===== src/rtl/sbt_pkg.sv =====
package sbt_pkg;

    typedef enum logic [1:0] {
        BANK_IDLE  = 2'b00,
        BANK_OPEN  = 2'b01,
        BANK_PRECH = 2'b10
    } bank_st_e;

    typedef enum logic [1:0] {
        OP_ACT = 2'b00,
        OP_RD  = 2'b01,
        OP_WR  = 2'b10,
        OP_PRE = 2'b11
    } cmd_op_e;

endpackage


===== src/rtl/sbt_cmd_route.sv =====
module sbt_cmd_route
    import sbt_pkg::*;
#(
    parameter int NUM_BANKS = 4
) (
    input  logic                         valid_i,
    input  logic [1:0]                   op_i,
    input  logic [$clog2(NUM_BANKS)-1:0] ba_i,
    input  logic                         a10_i,
    output logic [NUM_BANKS-1:0]         act_hit_o,
    output logic [NUM_BANKS-1:0]         rw_hit_o,
    output logic [NUM_BANKS-1:0]         pre_hit_o
);
    localparam int BA_W = $clog2(NUM_BANKS);

    cmd_op_e op;
    assign op = cmd_op_e'(op_i);

    for (genvar b = 0; b < NUM_BANKS; b++) begin : g_hit
        logic sel;
        assign sel          = (ba_i == BA_W'(b));
        assign act_hit_o[b] = valid_i && (op == OP_ACT) && sel;
        assign rw_hit_o[b]  = valid_i && ((op == OP_RD) || (op == OP_WR)) && sel;
        assign pre_hit_o[b] = valid_i && (op == OP_PRE) && (a10_i || sel);
    end

endmodule


===== src/rtl/sbt_bank_slot.sv =====
module sbt_bank_slot
    import sbt_pkg::*;
#(
    parameter int ROW_W = 12,
    parameter int TRP_W = 4
) (
    input  logic             clk,
    input  logic             rst_n,
    input  logic             act_hit_i,
    input  logic             rw_hit_i,
    input  logic             pre_hit_i,
    input  logic [ROW_W-1:0] row_i,
    input  logic [TRP_W-1:0] trp_i,
    output bank_st_e         state_o,
    output logic [ROW_W-1:0] row_o,
    output logic             rw_ok_o,
    output logic             act_ok_o,
    output logic             bad_cmd_o
);
    typedef struct packed {
        bank_st_e         st;
        logic [TRP_W-1:0] tmr;
        logic [ROW_W-1:0] row;
    } slot_t;

    slot_t s_d, s_q;
    logic  bad_d;

    always_comb begin
        s_d   = s_q;
        bad_d = 1'b0;

        // recovery countdown runs every cycle
        if (s_q.st == BANK_PRECH) begin
            if (s_q.tmr <= TRP_W'(1)) begin
                s_d.st  = BANK_IDLE;
                s_d.tmr = '0;
            end else begin
                s_d.tmr = s_q.tmr - TRP_W'(1);
            end
        end

        if (act_hit_i) begin
            if (s_q.st == BANK_IDLE) begin
                s_d.st  = BANK_OPEN;
                s_d.row = row_i;
            end else begin
                bad_d = 1'b1;
            end
        end

        if (rw_hit_i && (s_q.st != BANK_OPEN)) begin
            bad_d = 1'b1;
        end

        // close: always legal, restarts the count
        if (pre_hit_i) begin
            if (trp_i <= TRP_W'(1)) begin
                s_d.st  = BANK_IDLE;
                s_d.tmr = '0;
            end else begin
                s_d.st  = BANK_PRECH;
                s_d.tmr = trp_i - TRP_W'(1);
            end
        end
    end

    always_ff @(posedge clk or negedge rst_n) begin
        if (!rst_n) begin
            s_q <= '{st: BANK_IDLE, tmr: '0, row: '0};
        end else begin
            s_q <= s_d;
        end
    end

    assign state_o   = s_q.st;
    assign row_o     = s_q.row;
    assign rw_ok_o   = (s_q.st == BANK_OPEN);
    assign act_ok_o  = (s_q.st == BANK_IDLE);
    assign bad_cmd_o = bad_d;

    assert_open_idle_R2: assert property (@(posedge clk) disable iff (!rst_n)
        (act_hit_i && !pre_hit_i && state_o == BANK_IDLE)
        |=> (state_o == BANK_OPEN && row_o == $past(row_i)));

    assert_bad_open_keeps_row_R4: assert property (@(posedge clk) disable iff (!rst_n)
        (act_hit_i && state_o != BANK_IDLE) |=> $stable(row_o));

    assert_close_recovers_R8: assert property (@(posedge clk) disable iff (!rst_n)
        (pre_hit_i && trp_i > TRP_W'(1)) |=> (state_o == BANK_PRECH));

    assert_count_ends_R7: assert property (@(posedge clk) disable iff (!rst_n)
        (state_o == BANK_PRECH && s_q.tmr == TRP_W'(1) && !pre_hit_i)
        |=> (state_o == BANK_IDLE));

    assert_rw_closed_flag_R3: assert property (@(posedge clk) disable iff (!rst_n)
        (rw_hit_i && state_o != BANK_OPEN) |-> bad_cmd_o);

endmodule


===== src/rtl/sdram_bank_tracker.sv =====
module sdram_bank_tracker
    import sbt_pkg::*;
#(
    parameter int NUM_BANKS = 4,
    parameter int ROW_W     = 12,
    parameter int TRP_W     = 4
) (
    input  logic                         clk,
    input  logic                         rst_n,
    input  logic                         cmd_valid,
    input  logic [1:0]                   cmd_op,
    input  logic [$clog2(NUM_BANKS)-1:0] cmd_ba,
    input  logic                         cmd_a10,
    input  logic [ROW_W-1:0]             cmd_row,
    input  logic [TRP_W-1:0]             trp_cycles,
    output logic [2*NUM_BANKS-1:0]       bank_state,
    output logic [ROW_W*NUM_BANKS-1:0]   open_row,
    output logic [NUM_BANKS-1:0]         rw_ok,
    output logic [NUM_BANKS-1:0]         act_ok,
    output logic                         viol,
    output logic [$clog2(NUM_BANKS)-1:0] viol_bank
);
    localparam int BA_W = $clog2(NUM_BANKS);

    typedef struct packed {
        logic            flag;
        logic [BA_W-1:0] bank;
    } viol_t;

    logic [NUM_BANKS-1:0] act_hit, rw_hit, pre_hit, bad_cmd;
    bank_st_e             slot_st [NUM_BANKS];
    viol_t                v_d, v_q;

    sbt_cmd_route #(.NUM_BANKS(NUM_BANKS)) u_route (
        .valid_i   (cmd_valid),
        .op_i      (cmd_op),
        .ba_i      (cmd_ba),
        .a10_i     (cmd_a10),
        .act_hit_o (act_hit),
        .rw_hit_o  (rw_hit),
        .pre_hit_o (pre_hit)
    );

    for (genvar b = 0; b < NUM_BANKS; b++) begin : g_bank
        sbt_bank_slot #(.ROW_W(ROW_W), .TRP_W(TRP_W)) u_slot (
            .clk       (clk),
            .rst_n     (rst_n),
            .act_hit_i (act_hit[b]),
            .rw_hit_i  (rw_hit[b]),
            .pre_hit_i (pre_hit[b]),
            .row_i     (cmd_row),
            .trp_i     (trp_cycles),
            .state_o   (slot_st[b]),
            .row_o     (open_row[ROW_W*b +: ROW_W]),
            .rw_ok_o   (rw_ok[b]),
            .act_ok_o  (act_ok[b]),
            .bad_cmd_o (bad_cmd[b])
        );
        assign bank_state[2*b +: 2] = slot_st[b];
    end

    always_comb begin
        v_d = '{flag: 1'b0, bank: '0};
        for (int b = 0; b < NUM_BANKS; b++) begin
            if (bad_cmd[b]) begin
                v_d.flag = 1'b1;
                v_d.bank = BA_W'(b);
            end
        end
    end

    always_ff @(posedge clk or negedge rst_n) begin
        if (!rst_n) begin
            v_q <= '{flag: 1'b0, bank: '0};
        end else begin
            v_q <= v_d;
        end
    end

    assign viol      = v_q.flag;
    assign viol_bank = v_q.bank;

    assert_viol_needs_cmd_R3: assert property (@(posedge clk) disable iff (!rst_n)
        viol |-> $past(cmd_valid));

    assert_idle_no_viol_R9: assert property (@(posedge clk) disable iff (!rst_n)
        !cmd_valid |=> !viol);

    assert_all_close_R6: assert property (@(posedge clk) disable iff (!rst_n)
        (cmd_valid && cmd_op == 2'b11 && cmd_a10 && trp_cycles > TRP_W'(1))
        |=> (act_ok == '0 && rw_ok == '0));

    assert_one_bad_bank_R4: assert property (@(posedge clk) disable iff (!rst_n)
        $onehot0(bad_cmd));

endmodule


===== config.mk =====
export PLATFORM = sky130hd
export DESIGN_NAME = sdram_bank_tracker
export DESIGN_NICKNAME = d
export VERILOG_FILES = /design/src/rtl/sbt_pkg.sv /design/src/rtl/sbt_cmd_route.sv /design/src/rtl/sbt_bank_slot.sv /design/src/rtl/sdram_bank_tracker.sv
export SDC_FILE = /design/constraint.sdc
export NUM_CORES = 1
export LEC_CHECK = 0
export BUFFER_PORTS_ARGS = -buffer_cell sky130_fd_sc_hd__buf_2
export CORE_ASPECT_RATIO = 1.25
export CORE_UTILIZATION = 50
export CTS_CLUSTER_DIAMETER = 80
export CTS_CLUSTER_SIZE = 14
export DETAILED_ROUTE_END_ITERATION = 8
export GPL_TIMING_DRIVEN = 0
export HOLD_SLACK_MARGIN = 0.12
export PLACE_DENSITY = 0.74
export SLEW_MARGIN = 20
export SYNTH_ARGS = -nofsm -noshare
export SYNTH_HDL_FRONTEND = slang
export SYNTH_SLANG_ARGS = --single-unit

===== constraint.sdc =====
create_clock -name clk -period 2 [get_ports clk]
set_input_delay 0.3 -clock clk [delete_from_list [all_inputs] [get_ports clk]]
set_output_delay 0.3 -clock clk [all_outputs]
set_load 0.01 [all_outputs]

Word level (Yosys, flattened, before mapping)

Index checks and enable logic that the tools add are counted.

Register bits: 75
Input bits: 24
Output and inout bits: 67
Logic and storage cells: 121

Add/sub/neg operators: 5
Magnitude comparators: 5
Eq/ne operators: 18
Muxes and demuxes: 41
Reduce and logical (&&, ||, !) cells: 38

Operators by type and width:

| operator                                                                | number |
|---|---|
| 6-bit two-way mux                                                       | 9 |
| 2-bit two-way mux                                                       | 12 |
| 4-bit by 1-bit <= comparator with 1-bit output, second input constant   | 5 |
| 4-bit by 1-bit subtractor with 4-bit output, second input constant      | 5 |
| 1-bit logical AND                                                       | 19 |
| 2-bit == test, second input constant                                    | 8 |
| 4-bit two-way mux                                                       | 4 |
| 2-bit by 1-bit == test with 1-bit output, second input constant         | 6 |
| 2-bit zero test                                                         | 6 |
| 1-bit two-way mux                                                       | 12 |
| 3-bit two-way mux                                                       | 4 |
| 2-bit by 1-bit inequality test with 1-bit output, second input constant | 4 |
| 2-bit AND reduction                                                     | 4 |
| 2-bit nonzero test                                                      | 4 |
| 1-bit logical OR                                                        | 5 |

Longest topological paths before layout

Depth after elaboration: 10
Mapped depth: 7
Gate-level depth less buffers: 6

By module

A second synthesis with hierarchy kept.

Cells, all modules: 387
Area, all modules: 4,444.3 sq um

By module, submodules not included:

| module             | instances | cells an instance | area each (sq um) | seq. area each (sq um) |
|---|---|---|---|---|
| sbt_bank_slot      | 4         | 89                | 1,054.8           | 450.4 |
| sbt_cmd_route      | 1         | 24                | 126.4             | 0.0 |
| sdram_bank_tracker | 1         | 7                 | 98.8              | 75.1 |

Worst setup path after synthesis

No wires, ideal clock.

Path type: input -> register
Start: input port cmd_op[0]
End: register g_bank[3].u_slot.s_q (netlist bit g_bank[3].u_slot.row_o[10])
Setup time: 0.125 ns
Data arrival time: 1.492 ns
Data required time: 1.875 ns
Path slack: 0.383 ns
Stages on the path: 6
Cell sequence: inv_1 > ha_1 > nand2_2 > nor4_4 > buf_6 > mux2_4

Word-level cells in the longest chain between the ends: 4

Ends and longest elaborated chain:

| item                                 | line                     | RTL |
|---|---|---|
| start, declared                      | sdram_bank_tracker.sv:11 | `input logic [1:0] cmd_op,` |
| 2-bit zero test                      | sbt_cmd_route.sv:22      | `assign act_hit_o[b] = valid_i && (op == OP_ACT) && sel;` |
| 1-bit logical AND (2 in series)      | sbt_cmd_route.sv:22      |  |
| 2-bit AND reduction (no source line) | --                       |  |
| end signal, assigned                 | sbt_bank_slot.sv:70      | `s_q <= '{st: BANK_IDLE, tmr: '0, row: '0};` |
| end, declared                        | sbt_bank_slot.sv:26      | `slot_t s_d, s_q;` |

No other way between the ends.
A chain may end at the register's enable or synchronous reset.

Worst setup path after layout

Start: register g_bank[0].u_slot.s_q (netlist bit g_bank[0].u_slot.state_o[0])
End: output port act_ok[0]

Word-level cells in the longest chain between the ends: 1

Ends and longest elaborated chain:

| item                   | line                     | RTL |
|---|---|---|
| start, declared        | sbt_bank_slot.sv:26      |  |
| start signal, assigned | sbt_bank_slot.sv:70      |  |
| 2-bit zero test        | sbt_bank_slot.sv:79      | `assign act_ok_o = (s_q.st == BANK_IDLE);` |
| end, declared          | sdram_bank_tracker.sv:19 | `output logic [NUM_BANKS-1:0] act_ok,` |

No other way between the ends.

==> summary.txt <==
Worst setup path
  • CP Data Arrival Time: 1.37 ns
  • Reg2Reg Depth: 4
  • Startpoint Class: flip-flop
  • Kind of end point of the critical path: primary output
  • Crit path from: g_bank[0].u_slot.state_o[0]
  • R2R Setup Slk: 0.35 ns
  • R2R Path Start: g_bank[3].u_slot.state_o[0]
  • Worst setup endpoint: act_ok[0]
  • CP max FO: 6
  • Worst EP required: about 1.7 ns
  • Critical path type: reg -> out
  • Capture point of the worst reg-to-reg path: g_bank[3].u_slot.row_o[6]

STA
  • Final setup viols: 0
  • Unrepaired setup endpoints after global routing: no
  • Slew headroom: 50.86%
  • TNS Setup: 0 ns
  • Final period util: between 80% and 90%
  • Count of pins over their slew limit: 0
  • Shortest period the worst path allows: 1.666 ns
  • Fmax: ~600 MHz
  • Final Skew: 0.008769 ns
  • Slew @ Worst Pin: 0.7315 ns
  • Fin. Hold Viols: 0

Power
  • Switch Pwr: 2.360 mW
  • Pleak: 2.685 nW
  • Clock share of power: 19.4%
  • Switching fraction of total power: 32.43%
  • Maximum VDD drop: between 500 and 600 uV
  • Design Power: 7.278 mW
  • Pwr/cell area: 1441 nW/um2
  • Comb pwr share: 44.2%
  • Internal Pwr Total: just under 5 mW
  • Seq pwr share: between 30% and 40%

Final layout
  • Ant. Diodes: 0
  • Fillers: 650
  • Finished Layout Cells: 567
  • Final #Nets: 501
  • Layout cell share with drive strength beyond 1: 51.91%
  • FF+latch area: roughly 1900 um2
  • Multi-input gate area: ~1700 um2
  • Layout area overhead: 20.44%

Global route
  • First-pass GRT wire length: 13300 um
  • Largest net degree at the start of global routing: 48
  • Vias in the first global route: 2769
  • GR Overflow Total: 0
  • Antenna violations before repair: 0
  • Gr usage total: 19.39%

Outcome
  • Outcome: finished with violations
  • Failing checks: design-rule violations

Drt
  • # DRC: 20
  • First DRT Iteration DRCs: 81
  • Antenna Nets Post-Route: 0
  • Top sig layer: met4
  • WL final: roughly 7900 um
  • DR vias: ~2900
  • Vias/cell: 5.037
  • Met2 wire len: between 3000 and 4000 um
  • TritonRoute pass-1 iters: 6
  • WL met3: 441 um
  • Wire per inst: 13.93 um
  • Metal-1 WL: 3537 um

Yosys
  • Yosys reg bits: 75
  • Synth Area in Simple Gates: between 10% and 20%
  • Synthesized area: 4194 um2
  • Number of synthesized flops with an enable pin: 0
  • Async set or reset register ratio after synthesis: 100.0%
  • Avg Synthesized Cell Area: around 12 um2
  • Largest family of logic cells by synthesized area: multiplexers
  • Synth Area in XOR/XNOR: 0.2088%
  • Post-synthesis adder-cell area fraction: between 3 and 4%
  • Mux contribution to synthesized area: about a fifth
  • Mapped Nets: 399
  • Synth cell types: 41
  • Yosys warns: 0
  • Post-synthesis sequential area ratio: 44.75%
  • Post-synthesis compound-gate area fraction: between 6 and 7%
  • Synth Instances: approximately 360
  • Top FF cell, synth: dfrtp_1

Place
  • I/O Buffers: 89
  • Placed insts: 550
  • Placed wire-length estimate: 5986 um
  • Placer Congestion: ~0.8

Clock network
  • Inserted Clock Buffers: 9
  • Worst skew pair latency: about 0.34 ns
  • Htree depth: 3
  • Clock sinks: 75
  • CTS tree: done
  • Clk slew on worst S/H paths: 0.08 ns
  • Postcts setup bufs: 0
  • CTS max path bufs: 2
  • Root buf cell: clkbuf_8

Floorplanning
  • Chip Width: between 80 and 90 um
  • Ports: 91
  • DIE HEIGHT: between 100 and 150 um
  • Core area: 8194 um2
  • Die ar.: 8760 um2
  • Initial Util: 51.18%
  • Row cnt: 37

Flow run
  • # Max-Cap Violations: 0

Min path
  • Worst hold path class: in -> reg
## logic make-up (layout without fill, tap and decap cells)
kind of cell / Yosys count / in the layout
DFF: 75 / 75
AOI/OAI and AO/OA: 39 / 39
and+or+nand+nor: 75 / 75
buffers and inverters: 91 / 198
xor gates and xnor gates: 1 / 1
adders and majority gates: 12 / 12
muxes: 70 / 70
## placed cells by master, fill, tap and decap left out, drive strengths merged
master | synthesis | final
buf | 72 | 162
dfrtp | 75 | 75
mux2 | 52 | 52
nor2 | 25 | 25
mux2i | 18 | 18
inv | 18 | 18
ha | 12 | 12
o21ai | 12 | 12
clkbuf | 1 | 11
a21oi | 9 | 9
nor2b | 9 | 9
nor3 | 7 | 7
nor4 | 7 | 7
nand2b | 6 | 6
and2 | 5 | 5
o211ai | 4 | 4
nand3b | 4 | 4
o21a | 3 | 3
a211oi | 3 | 3
or3 | 3 | 3
a22oi | 3 | 3
bufinv | 0 | 3
nand2 | 3 | 3
clkinv | 0 | 3
a221oi | 2 | 2
or2 | 2 | 2
nand4 | 2 | 2
o21ba | 1 | 1
a2111o | 1 | 1
o31ai | 1 | 1
nand3 | 1 | 1
xor2 | 1 | 1
nor3b | 1 | 1
dlygate4sd3 | 0 | 1
## critical path, stage by stage, from the launching register on
cell and delay [ns]:
dfrtp_1 0.45, nor2_1 0.30, buf_4 0.16, buf_2 0.11
## timing repair
action	CTS	global route
gates resized for setup	0	0
hold buffers	1	0
hold endpoints to repair	28	0
## layer usage
metal	track usage, %	up-vias
met5	0	-
met1	26.14	1365
li1	-	1397
met2	30.97	86
met4	8.251	0
met3	3.095	8
## power by group through the flow
stage | Combinational (mW) | Sequential, mW | Clock (mW)
finish | 3.21 | 2.65 | 1.42
global route | 3.55 | 2.74 | 1.51
CTS | 3.26 | 2.65 | 1.45
detailed placement | 3.24 | 2.68 | 0
global placement | 3.14 | 2.64 | 0
floorplan | 2.40 | 2.54 | 0
## how the worst min path moves through the flow
| stage | startpoint | endpoint | cells past startpoint |
|---|---|---|---|
| after floorplan | rst_n | g_bank[0].u_slot.row_o[0] | 0 |
| after global placement | g_bank[0].u_slot.row_o[11] | g_bank[0].u_slot.row_o[11] | 1 |
| after detailed placement | rst_n | g_bank[3].u_slot.row_o[6] | 1 |
| after CTS | cmd_row[5] | g_bank[3].u_slot.row_o[5] | 2 |
| after global routing | cmd_row[10] | g_bank[2].u_slot.row_o[10] | 2 |
| final | cmd_row[11] | g_bank[0].u_slot.row_o[11] | 2 |
## synthesized netlist by cell type (2+ instances only)
cell      number  share of area (%)
nand4_2        2               0.60
a22oi_1        3               0.54
buf_6          3               0.81
a211oi_1       3               0.54
a21oi_1        9                1.1
or2_2          2               0.30
nor2b_1        8                1.2
nand3b_1       4               0.72
mux2_4        20                7.2
dfrtp_1       75                 45
nor2_1        24                2.1
o21a_1         3               0.54
mux2i_1       18                4.3
or3_1          3               0.45
nor4_1         6               0.90
buf_4         66                 12
nand2_1        2               0.18
buf_2          3               0.36
nor3_1         7               0.84
mux2_2        31                8.3
inv_1         17                1.5
ha_1          12                3.6
o21ai_2        3               0.63
o211ai_1       4               0.72
a221oi_1       2               0.42
o21ai_0        9                1.1
nand2b_1       6               0.90
and2_1         5               0.75
## state kept, by name, summed over array words and instances, names as in the netlist
register,flops
g_bank.u_slot.s_q,16
g_bank.u_slot.row_o,48
g_bank.u_slot.state_o,8
viol_bank,2
viol,1
## through the flow
| step | util, % | hold slack (ns) | setup slack, ns | area, um2 |
|---|---|---|---|---|
| after global routing | 61.64 | 0.2250 | 0.2646 | 5051 |
| after global placement | 58.10 | 0.4791 | 0.09999 | 4761 |
| after detailed placement | 58.47 | 0.2633 | 0.05233 | 4791 |
| after floorplan | - | 0.004409 | 0.3833 | 4194 |
| final | 61.64 | 0.2137 | 0.3340 | 5051 |
| after CTS | 61.64 | 0.2103 | 0.2996 | 5051 |
## final cells by class
cell class / count / share of cell area, %
clock buffer: 10 / 2.725
sequential: 75 / 37.16
clock inverter: 6 / 2.229
tap: 97 / 2.403
inverter: 18 / 1.338
multi-input combinational: 197 / 33.66
buffer: 73 / 10.87
timing repair buffer: 91 / 9.611
No activity file was read; power rests on OpenSTA's default activity.
